<file path="src/rtl/wbuf_pkg.sv">
package wbuf_pkg;

    parameter int ADDR_W = 32;
    parameter int DATA_W = 32;

    typedef enum logic [1:0] {
        SZ_BYTE = 2'b00,
        SZ_HALF = 2'b01,
        SZ_WORD = 2'b10
    } xfer_size_e;

    typedef struct packed {
        logic [ADDR_W-1:0] addr;
        logic [DATA_W-1:0] data;
        xfer_size_e        size;
    } store_t;

    typedef enum logic [1:0] {
        ST_RUN,
        ST_DRAIN,
        ST_UB_WAIT,
        ST_UB_SEND
    } ctl_state_e;

    // advance a ring index, wrapping at depth
    function automatic int unsigned ring_next(input int unsigned p, input int unsigned depth);
        return (p + 1 == depth) ? 0 : p + 1;
    endfunction

endpackage

</file>
<file path="src/rtl/wbuf_fifo.sv">
module wbuf_fifo
    import wbuf_pkg::*;
#(
    parameter int DEPTH = 4,
    localparam int PW = (DEPTH > 1) ? $clog2(DEPTH) : 1,
    localparam int CW = $clog2(DEPTH + 1)
) (
    input  logic   clk,
    input  logic   rst,
    input  logic   push,
    input  store_t wr,
    input  logic   pop,
    output store_t rd,
    output logic   empty,
    output logic   full,
    output logic   empty_next
);

    store_t          slot_q [DEPTH];
    logic [PW-1:0]   wr_ptr;
    logic [PW-1:0]   rd_ptr;
    logic [CW-1:0]   fill;
    logic [CW-1:0]   fill_n;

    assign fill_n     = fill + CW'(push) - CW'(pop);
    assign empty      = (fill == '0);
    assign full       = (fill == CW'(DEPTH));
    assign empty_next = (fill_n == '0);
    assign rd         = slot_q[rd_ptr];

    always_ff @(posedge clk) begin
        if (push) begin
            slot_q[wr_ptr] <= wr;
        end
    end

    always_ff @(posedge clk) begin
        if (rst) begin
            wr_ptr <= '0;
            rd_ptr <= '0;
            fill   <= '0;
        end else begin
            fill <= fill_n;
            if (push) begin
                wr_ptr <= PW'(ring_next(int'(wr_ptr), DEPTH));
            end
            if (pop) begin
                rd_ptr <= PW'(ring_next(int'(rd_ptr), DEPTH));
            end
        end
    end

endmodule

</file>
<file path="src/rtl/wbuf_ctrl.sv">
module wbuf_ctrl
    import wbuf_pkg::*;
(
    input  logic clk,
    input  logic rst,
    input  logic cpu_valid,
    input  logic cpu_bufferable,
    input  logic cpu_drain,
    input  logic q_full,
    input  logic q_empty_next,
    input  logic mem_ready,
    output logic cpu_stall,
    output logic q_push,
    output logic ub_load,
    output logic ub_send
);

    ctl_state_e state_q;
    ctl_state_e state_n;
    logic       take;
    logic       drain_take;

    assign cpu_stall  = (state_q != ST_RUN) || q_full;
    assign take       = cpu_valid && !cpu_stall;
    assign q_push     = take && cpu_bufferable;
    assign ub_load    = take && !cpu_bufferable;
    assign drain_take = cpu_drain && !cpu_stall;
    assign ub_send    = (state_q == ST_UB_SEND);

    always_comb begin
        state_n = state_q;
        unique case (state_q)
            ST_RUN: begin
                if (ub_load) begin
                    state_n = q_empty_next ? ST_UB_SEND : ST_UB_WAIT;
                end else if (drain_take && !q_empty_next) begin
                    state_n = ST_DRAIN;
                end
            end
            ST_DRAIN: begin
                if (q_empty_next) state_n = ST_RUN;
            end
            ST_UB_WAIT: begin
                if (q_empty_next) state_n = ST_UB_SEND;
            end
            ST_UB_SEND: begin
                if (mem_ready) state_n = ST_RUN;
            end
            default: state_n = ST_RUN;
        endcase
    end

    always_ff @(posedge clk) begin
        if (rst) state_q <= ST_RUN;
        else     state_q <= state_n;
    end

endmodule

</file>
<file path="src/rtl/store_queue.sv">
module store_queue
    import wbuf_pkg::*;
#(
    parameter int DEPTH = 4
) (
    input  logic              clk,
    input  logic              rst,
    input  logic              cpu_valid,
    input  logic              cpu_bufferable,
    input  logic [ADDR_W-1:0] cpu_addr,
    input  logic [DATA_W-1:0] cpu_data,
    input  logic [1:0]        cpu_size,
    input  logic              cpu_drain,
    output logic              cpu_stall,
    output logic              mem_valid,
    input  logic              mem_ready,
    output logic [ADDR_W-1:0] mem_addr,
    output logic [DATA_W-1:0] mem_data,
    output logic [1:0]        mem_size
);

    store_t in_st;
    store_t head;
    store_t ub_q;
    store_t out_st;
    logic   q_push;
    logic   q_pop;
    logic   q_empty;
    logic   q_full;
    logic   q_empty_next;
    logic   ub_load;
    logic   ub_send;

    assign in_st.addr = cpu_addr;
    assign in_st.data = cpu_data;
    assign in_st.size = xfer_size_e'(cpu_size);

    // queue head goes out only when no direct store owns the port
    assign q_pop = !ub_send && !q_empty && mem_ready;

    wbuf_fifo #(.DEPTH(DEPTH)) u_fifo (
        .clk        (clk),
        .rst        (rst),
        .push       (q_push),
        .wr         (in_st),
        .pop        (q_pop),
        .rd         (head),
        .empty      (q_empty),
        .full       (q_full),
        .empty_next (q_empty_next)
    );

    wbuf_ctrl u_ctrl (
        .clk            (clk),
        .rst            (rst),
        .cpu_valid      (cpu_valid),
        .cpu_bufferable (cpu_bufferable),
        .cpu_drain      (cpu_drain),
        .q_full         (q_full),
        .q_empty_next   (q_empty_next),
        .mem_ready      (mem_ready),
        .cpu_stall      (cpu_stall),
        .q_push         (q_push),
        .ub_load        (ub_load),
        .ub_send        (ub_send)
    );

    always_ff @(posedge clk) begin
        if (rst)          ub_q <= '0;
        else if (ub_load) ub_q <= in_st;
    end

    assign out_st    = ub_send ? ub_q : head;
    assign mem_valid = ub_send || !q_empty;
    assign mem_addr  = out_st.addr;
    assign mem_data  = out_st.data;
    assign mem_size  = out_st.size;

endmodule

</file>
<file path="config.mk">
export PLATFORM = sky130hd
export DESIGN_NAME = store_queue
export DESIGN_NICKNAME = d
export VERILOG_FILES = /design/src/rtl/wbuf_pkg.sv /design/src/rtl/wbuf_fifo.sv /design/src/rtl/wbuf_ctrl.sv /design/src/rtl/store_queue.sv
export SDC_FILE = /design/constraint.sdc
export NUM_CORES = 1
export LEC_CHECK = 0
export ABC_AREA = 1
export ABC_CLOCK_PERIOD_IN_PS = 7400
export BUFFER_PORTS_ARGS = -buffer_cell sky130_fd_sc_hd__buf_2
export CAP_MARGIN = 25
export CORE_MARGIN = 2
export CORE_UTILIZATION = 50
export DETAILED_ROUTE_END_ITERATION = 7
export GPL_ROUTABILITY_DRIVEN = 0
export PLACE_DENSITY_LB_ADDON = 0.25
export REMOVE_ABC_BUFFERS = 1
export SLEW_MARGIN = 0
export SYNTH_ARGS = -nofsm -noshare
export SYNTH_HDL_FRONTEND = slang
export SYNTH_SLANG_ARGS = --single-unit
export TNS_END_PERCENT = 5
</file>
<file path="constraint.sdc">
create_clock -name clk -period 7.4 [get_ports clk]
set_input_delay 1.48 -clock clk [delete_from_list [all_inputs] [get_ports clk]]
set_output_delay 1.48 -clock clk [all_outputs]
set_load 0.01 [all_outputs]
</file>
==> results.toml, run 1 <==
[placed_design]
place_hpwl_mm = 15.4
placed_cell_area_mm2 = 0.0143
io_buffers = 139

[cells_and_area]
area_growth_syn_to_layout_pct = 14.2
diodes = 0
drive_above_1_share = 0.163
fin_nets = 1357
design_area_mm2 = 0.0154

[timing]
finalSetupTns_ns = 0
hold_viol_final = 0
fin_crit_ns = 4.69
setup_viol_count_final = 0
rsz0062_at_grt = "false"
skew_ns = 0.0176
fmax_mhz = 213
fin_crit_sh = 0.634
slew_headroom = 0.392
worstMarginPinSlew_ns = 0.912
slew_violations = 0

[detailed_routing]
drt-initial-drc-count = 706
drt_first_pass_iters = 5
vias_per_cell = 5.42
antenna_left = 0
wl_per_cell_um = 16.9
num_vias = 8909
drc = 0
wirelength_mm = 27.7

[clock_tree]
postCtsSetupRepairBufs = 0
cts_tree = "built"
cts_inserted_buffers = 35
root_buffer = "clkbuf_16"
htree_levels = 2
insertion_delay_ns = 0.51
clk_pin_slew_ns = 0.06
cts.sinks = 341
cts-hold-fix-buffers = 0
clk_path_buf_depth = 3
cts.repair.resized = 0

[global_routing]
track_usage = 0.195
overflow = 0
antenna_found_initial = 2
grt_pass1_vias = 8515
grt_pass1_wl_mm = 43.9
grt_max_degree = 90

[job]
timing.max_cap.violations = 0

[power]
combPwrFrac = 0.269
switching_share = 0.317
p_leak_nw = 5.60
peakVddDrop_mv = 0.212
finalPower_mw = 5.51
p_per_area_mw_per_mm2 = 357
p_switching_mw = 1.75
power_frac_seq = 0.430
clockPowerShare = 0.302
p_int_mw = 3.76

[critical_path]
end_kind = "primary output"
critPathKind = "reg -> out"
cp.arrival_ns = 3.21
startpoint_type = "flip-flop"
rr_worst_depth = 17
reg2reg_setup_slack_ns = 4.13
timing.rr.start = "u_fifo.fill[1]"
critical_path.endpoint = "mem_data[30]"
worstPathRequired_ns = 5.92
critPathMaxFanout = 68
r2r-end = "u_ctrl.state_q[1]"

[synth]
synth_seq_cells = 341
yosysWarnings = 0
synthCells = 1164
synth_area_mm2 = 0.0135
yosysSeqAreaShare = 0.700
yosysUniqueCellTypes = 27
syn_avg_cell_area_um2 = 11.6

[die]
num_io_pins = 140
start_util = 0.506
rows = 60
core_mm2 = 0.0267
die-area_mm2 = 0.0284
die_h_um = 168
dieWidth_um = 168

[run_status]
outcome = "finished clean"

[hold_path]
min_path_type = "reg -> reg"
## synthesized netlist by cell type (all sizes together)
| cell type | instances | area [µm²] |
|---|---|---|
| a211oi | 1 | 7.51 |
| a21oi | 72 | 360 |
| a31oi | 1 | 6.26 |
| buf | 39 | 313 |
| clkbuf | 38 | 150 |
| dfxtp | 77 | 1540 |
| edfxtp | 264 | 7930 |
| fa | 1 | 20.0 |
| ha | 7 | 87.6 |
| inv | 89 | 337 |
| nand2 | 84 | 323 |
| nand3 | 8 | 45.0 |
| nor2 | 215 | 812 |
| o211a | 1 | 10.0 |
| o21ai | 201 | 1010 |
| o32ai | 66 | 578 |
## metal layers
| metal | GRT usage | share of wire |
|---|---|---|
| met1 | 0.265 | 0.46 |
| met2 | 0.324 | 0.47 |
| met3 | 0.0369 | 0.050 |
| met4 | 0.0521 | 0.019 |
| met5 | 0 | 0.00094 |
## power groups by stage
stage,Clock (mW),Combinational (mW),Sequential [mW]
floorplan,0,0.921,2.40
global placement,0,1.46,2.40
detailed placement,0,1.49,2.41
CTS,1.70,1.50,2.37
global route,1.77,1.66,2.39
finish,1.66,1.48,2.37
## stage by stage
stage	utilization	cells	hold slack (ns)	setup slack, ns
after global placement	0.536	1579	0.433	3.30
final	0.578	1644	0.445	2.71
after global routing	0.578	1644	0.462	2.44
after detailed placement	0.537	1580	0.438	3.24
after floorplan	-	1087	0.427	2.12
after CTS	0.577	1643	0.448	2.69
## cells by family (layout without fill, tap and decap cells)
group,count (synthesis),after routing,synth area share
AO/OA/AOI/OAI,342,342,0.146
flip-flops,341,341,0.700
AND/OR/NAND/NOR,307,307,0.0872
buffers and inverters,166,305,0.0591
adder cells (fa/ha/maj),8,8,0.00796
## layout make-up
class | count | area [µm²]
Fill cell | 2191 | 11300
Sequential cell | 341 | 9480
Multi-Input combinational cell | 657 | 3290
Clock buffer | 55 | 1020
Timing Repair Buffer | 153 | 826
Tap cell | 341 | 427
Inverter | 89 | 337
Clock inverter | 8 | 62.6
## flip-flops by register name (all words and copies together), names as in the netlist, named ones only
name	cells
u_fifo.slot_q	264
u_fifo.fill	3
u_ctrl.state_q	2
u_fifo.wr_ptr	2
u_fifo.rd_ptr	2
ub_q	66
## placed cells by master, fill, tap and decap left out, types with 7 or more instances in the layout
cell       count
buf_4         12
nand3_1        7
o21ai_0      161
clkbuf_16     37
nand2_1       82
clkbuf_1      15
dfxtp_1       75
edfxtp_1     264
a21oi_1       72
ha_1           7
o21ai_1       40
inv_1         86
nor2_1       209
buf_2        139
o32ai_1       66
## worst min-delay path by stage
stage                     cells after the start  slack (ns)  startpoint       end
after global placement                        2        0.43    ub_q[23]  ub_q[23]
final                                         2        0.44    ub_q[30]  ub_q[30]
after detailed placement                      2        0.44    ub_q[23]  ub_q[23]
after global routing                          2        0.46    ub_q[45]  ub_q[45]
after CTS                                     2        0.45    ub_q[43]  ub_q[43]
after floorplan                               2        0.43    ub_q[10]  ub_q[10]
## critical path, stage by stage (launching register included)
cell and delay [ns]:
dfxtp_4 0.54, inv_4 0.58, buf_4 0.70, nor2_1 0.09, o32ai_1 0.28, nand2_1 0.08, o21ai_0 0.19, buf_2 0.21
(Power assumes the default switching activity.)
==> run 2: changes to the inputs <==
--- a/config.mk
+++ b/config.mk
@@ -6,7 +6,7 @@
 export NUM_CORES = 1
 export LEC_CHECK = 0
 export ABC_AREA = 1
-export ABC_CLOCK_PERIOD_IN_PS = 7400
+export ABC_CLOCK_PERIOD_IN_PS = 4800
 export BUFFER_PORTS_ARGS = -buffer_cell sky130_fd_sc_hd__buf_2
 export CAP_MARGIN = 25
 export CORE_MARGIN = 2
==> constraint.sdc (replaced) <==
create_clock -name clk -period 4.8 [get_ports clk]
set_input_delay 0.96 -clock clk [delete_from_list [all_inputs] [get_ports clk]]
set_output_delay 0.96 -clock clk [all_outputs]
set_load 0.01 [all_outputs]
==> run 2 against run 1 <==
  * Worst hold slack about the same
  * Largest power group unchanged
  * Flip-flop and latch count unchanged
  * Utilization up 0.49 points
  * Routed wire length down 1.1%
  * Die area unchanged
  * Non-clock buffer count up 5
  * Critical path depth unchanged
  * Final area up 0.84%
  * Final cell count up 0.43%
  * Clock-buffer cell count down 3
==> results.toml, run 2 (synthesis results as in run 1) <==
[clock_tree]
cts_inserted_buffers = 36
clk_path_buf_depth = 3
cts.repair.resized = 0
cts.sinks = 341
clk_pin_slew_ns = 0.06
insertion_delay_ns = 0.50
htree_levels = 2
cts-hold-fix-buffers = 0
root_buffer = "clkbuf_16"
postCtsSetupRepairBufs = 0
cts_tree = "built"

[critical_path]
end_kind = "primary output"
critPathKind = "reg -> out"
cp.arrival_ns = 2.72
rr_worst_depth = 17
reg2reg_setup_slack_ns = 1.63
timing.rr.start = "u_fifo.fill[1]"
worstPathRequired_ns = 3.84
critPathMaxFanout = 56
r2r-end = "u_ctrl.state_q[0]"
startpoint_type = "flip-flop"

[power]
p_switching_mw = 2.69
peakVddDrop_mv = 0.321
switching_share = 0.315
clockPowerShare = 0.303
p_int_mw = 5.87
power_frac_seq = 0.422
p_leak_nw = 5.65
combPwrFrac = 0.276
p_per_area_mw_per_mm2 = 550
finalPower_mw = 8.56

[timing]
fin_crit_ns = 3.68
fmax_mhz = 272
worstMarginPinSlew_ns = 0.847
setup_slack_ns = 1.12
hold_viol_final = 0
finalSetupTns_ns = 0
skew_ns = 0.00526
slew_violations = 0
slew_headroom = 0.434
setup_viol_count_final = 0
rsz0062_at_grt = "false"
fin_crit_sh = 0.767

[detailed_routing]
wl_per_cell_um = 16.6
wirelength_mm = 27.4
drt_first_pass_iters = 5
num_vias = 8851
drt-initial-drc-count = 698
antenna_left = 0
vias_per_cell = 5.36
drc = 0

[cells_and_area]
final_cell_mix = "edfxtp_1, nor2_1, o21ai_0"
drive_above_1_share = 0.168
regMostFlops = "u_fifo.slot_q"
largest_register_ffs = 264
reg.largest.list = "u_fifo.slot_q (264), ub_q (66), u_fifo.fill (3)"
fin_util = 0.583
fin_nets = 1363
final_common_cell = "edfxtp_1"
area_growth_syn_to_layout_pct = 15.2
fill_cells = 2164

[global_routing]
antenna_found_initial = 3
track_usage = 0.194
grt_pass1_vias = 8396
grt_pass1_wl_mm = 43.5
grt_max_degree = 101
overflow = 0

[die]
core_mm2 = 0.0267
start_util = 0.506
dieWidth_um = 168
num_io_pins = 140
rows = 60
die_h_um = 168
die-area_mm2 = 0.0284

[placed_design]
place_hpwl_mm = 14.5
post-place-ws_ns = 1.23
io_buffers = 139

[job]
timing.max_cap.violations = 0

[run_status]
outcome = "finished clean"

[hold_path]
hold_start = "ub_q[34]"
whs_path_depth = 2
min_path_type = "reg -> reg"
min_to = "ub_q[34]"
[run 2: changes by cell type in the layout (fill, tap and decap cells not counted), sizes merged]
| cell | before | now |
|---|---|---|
| buf | 153 | 158 |
| bufinv | 1 | 2 |
| clkbuf | 55 | 52 |
| clkinv | 7 | 9 |
| clkinvlp | 0 | 1 |
| diode | 0 | 1 |
[run 2: layout make-up]
type	instances	area [µm²]	area share
Antenna cell	1	2.50	0.000161
Clock buffer	52	992	0.0637
Clock inverter	12	114	0.00731
Inverter	89	337	0.0216
Multi-Input combinational cell	657	3290	0.211
Sequential cell	341	9480	0.608
Tap cell	341	427	0.0274
Timing Repair Buffer	158	933	0.0599
[run 2: per-layer routing]
layer | vias to the layer above | GRT usage | wire, µm
met5 | - | 0 | 21
met4 | 4 | 0.0607 | 561
met3 | 44 | 0.0358 | 1410
met2 | 202 | 0.321 | 13100
met1 | 4232 | 0.263 | 12400
li1 | 4369 | - | -
[run 2: power by group through the flow]
stage	Clock, mW	Combinational (mW)	Sequential (mW)
finish	2.59	2.36	3.61
global route	2.78	2.66	3.64
CTS	2.66	2.37	3.62
detailed placement	0	2.35	3.68
global placement	0	2.31	3.67
floorplan	0	1.42	3.70
[run 2: how the worst max path moves through the flow]
stage / end / slack, ns / cells after the start
final: mem_data[30] / 1.12 / 7
after global routing: mem_data[25] / 0.90 / 7
after CTS: mem_addr[5] / 0.96 / 7
after detailed placement: u_ctrl.state_q[0] / 1.23 / 16
after global placement: u_ctrl.state_q[1] / 1.32 / 16
after floorplan: mem_addr[0] / 0.04 / 5
[run 2: worst max-delay path, cell delays in order, from the launching register on]
cell and delay, ns:
dfxtp_4 0.50, buf_4 0.54, buf_12 0.32, nor2_1 0.08, o32ai_1 0.27, nand2_1 0.07, o21ai_0 0.19, buf_2 0.21
[run 2: stage by stage]
stage	instance area, µm²	hold slack, ns	instances
detailed placement	14400	0.438	1581
global route	15600	0.459	1650
global placement	14300	0.433	1580
finish	15600	0.445	1651
floorplan	13100	0.427	1087
CTS	15500	0.446	1645
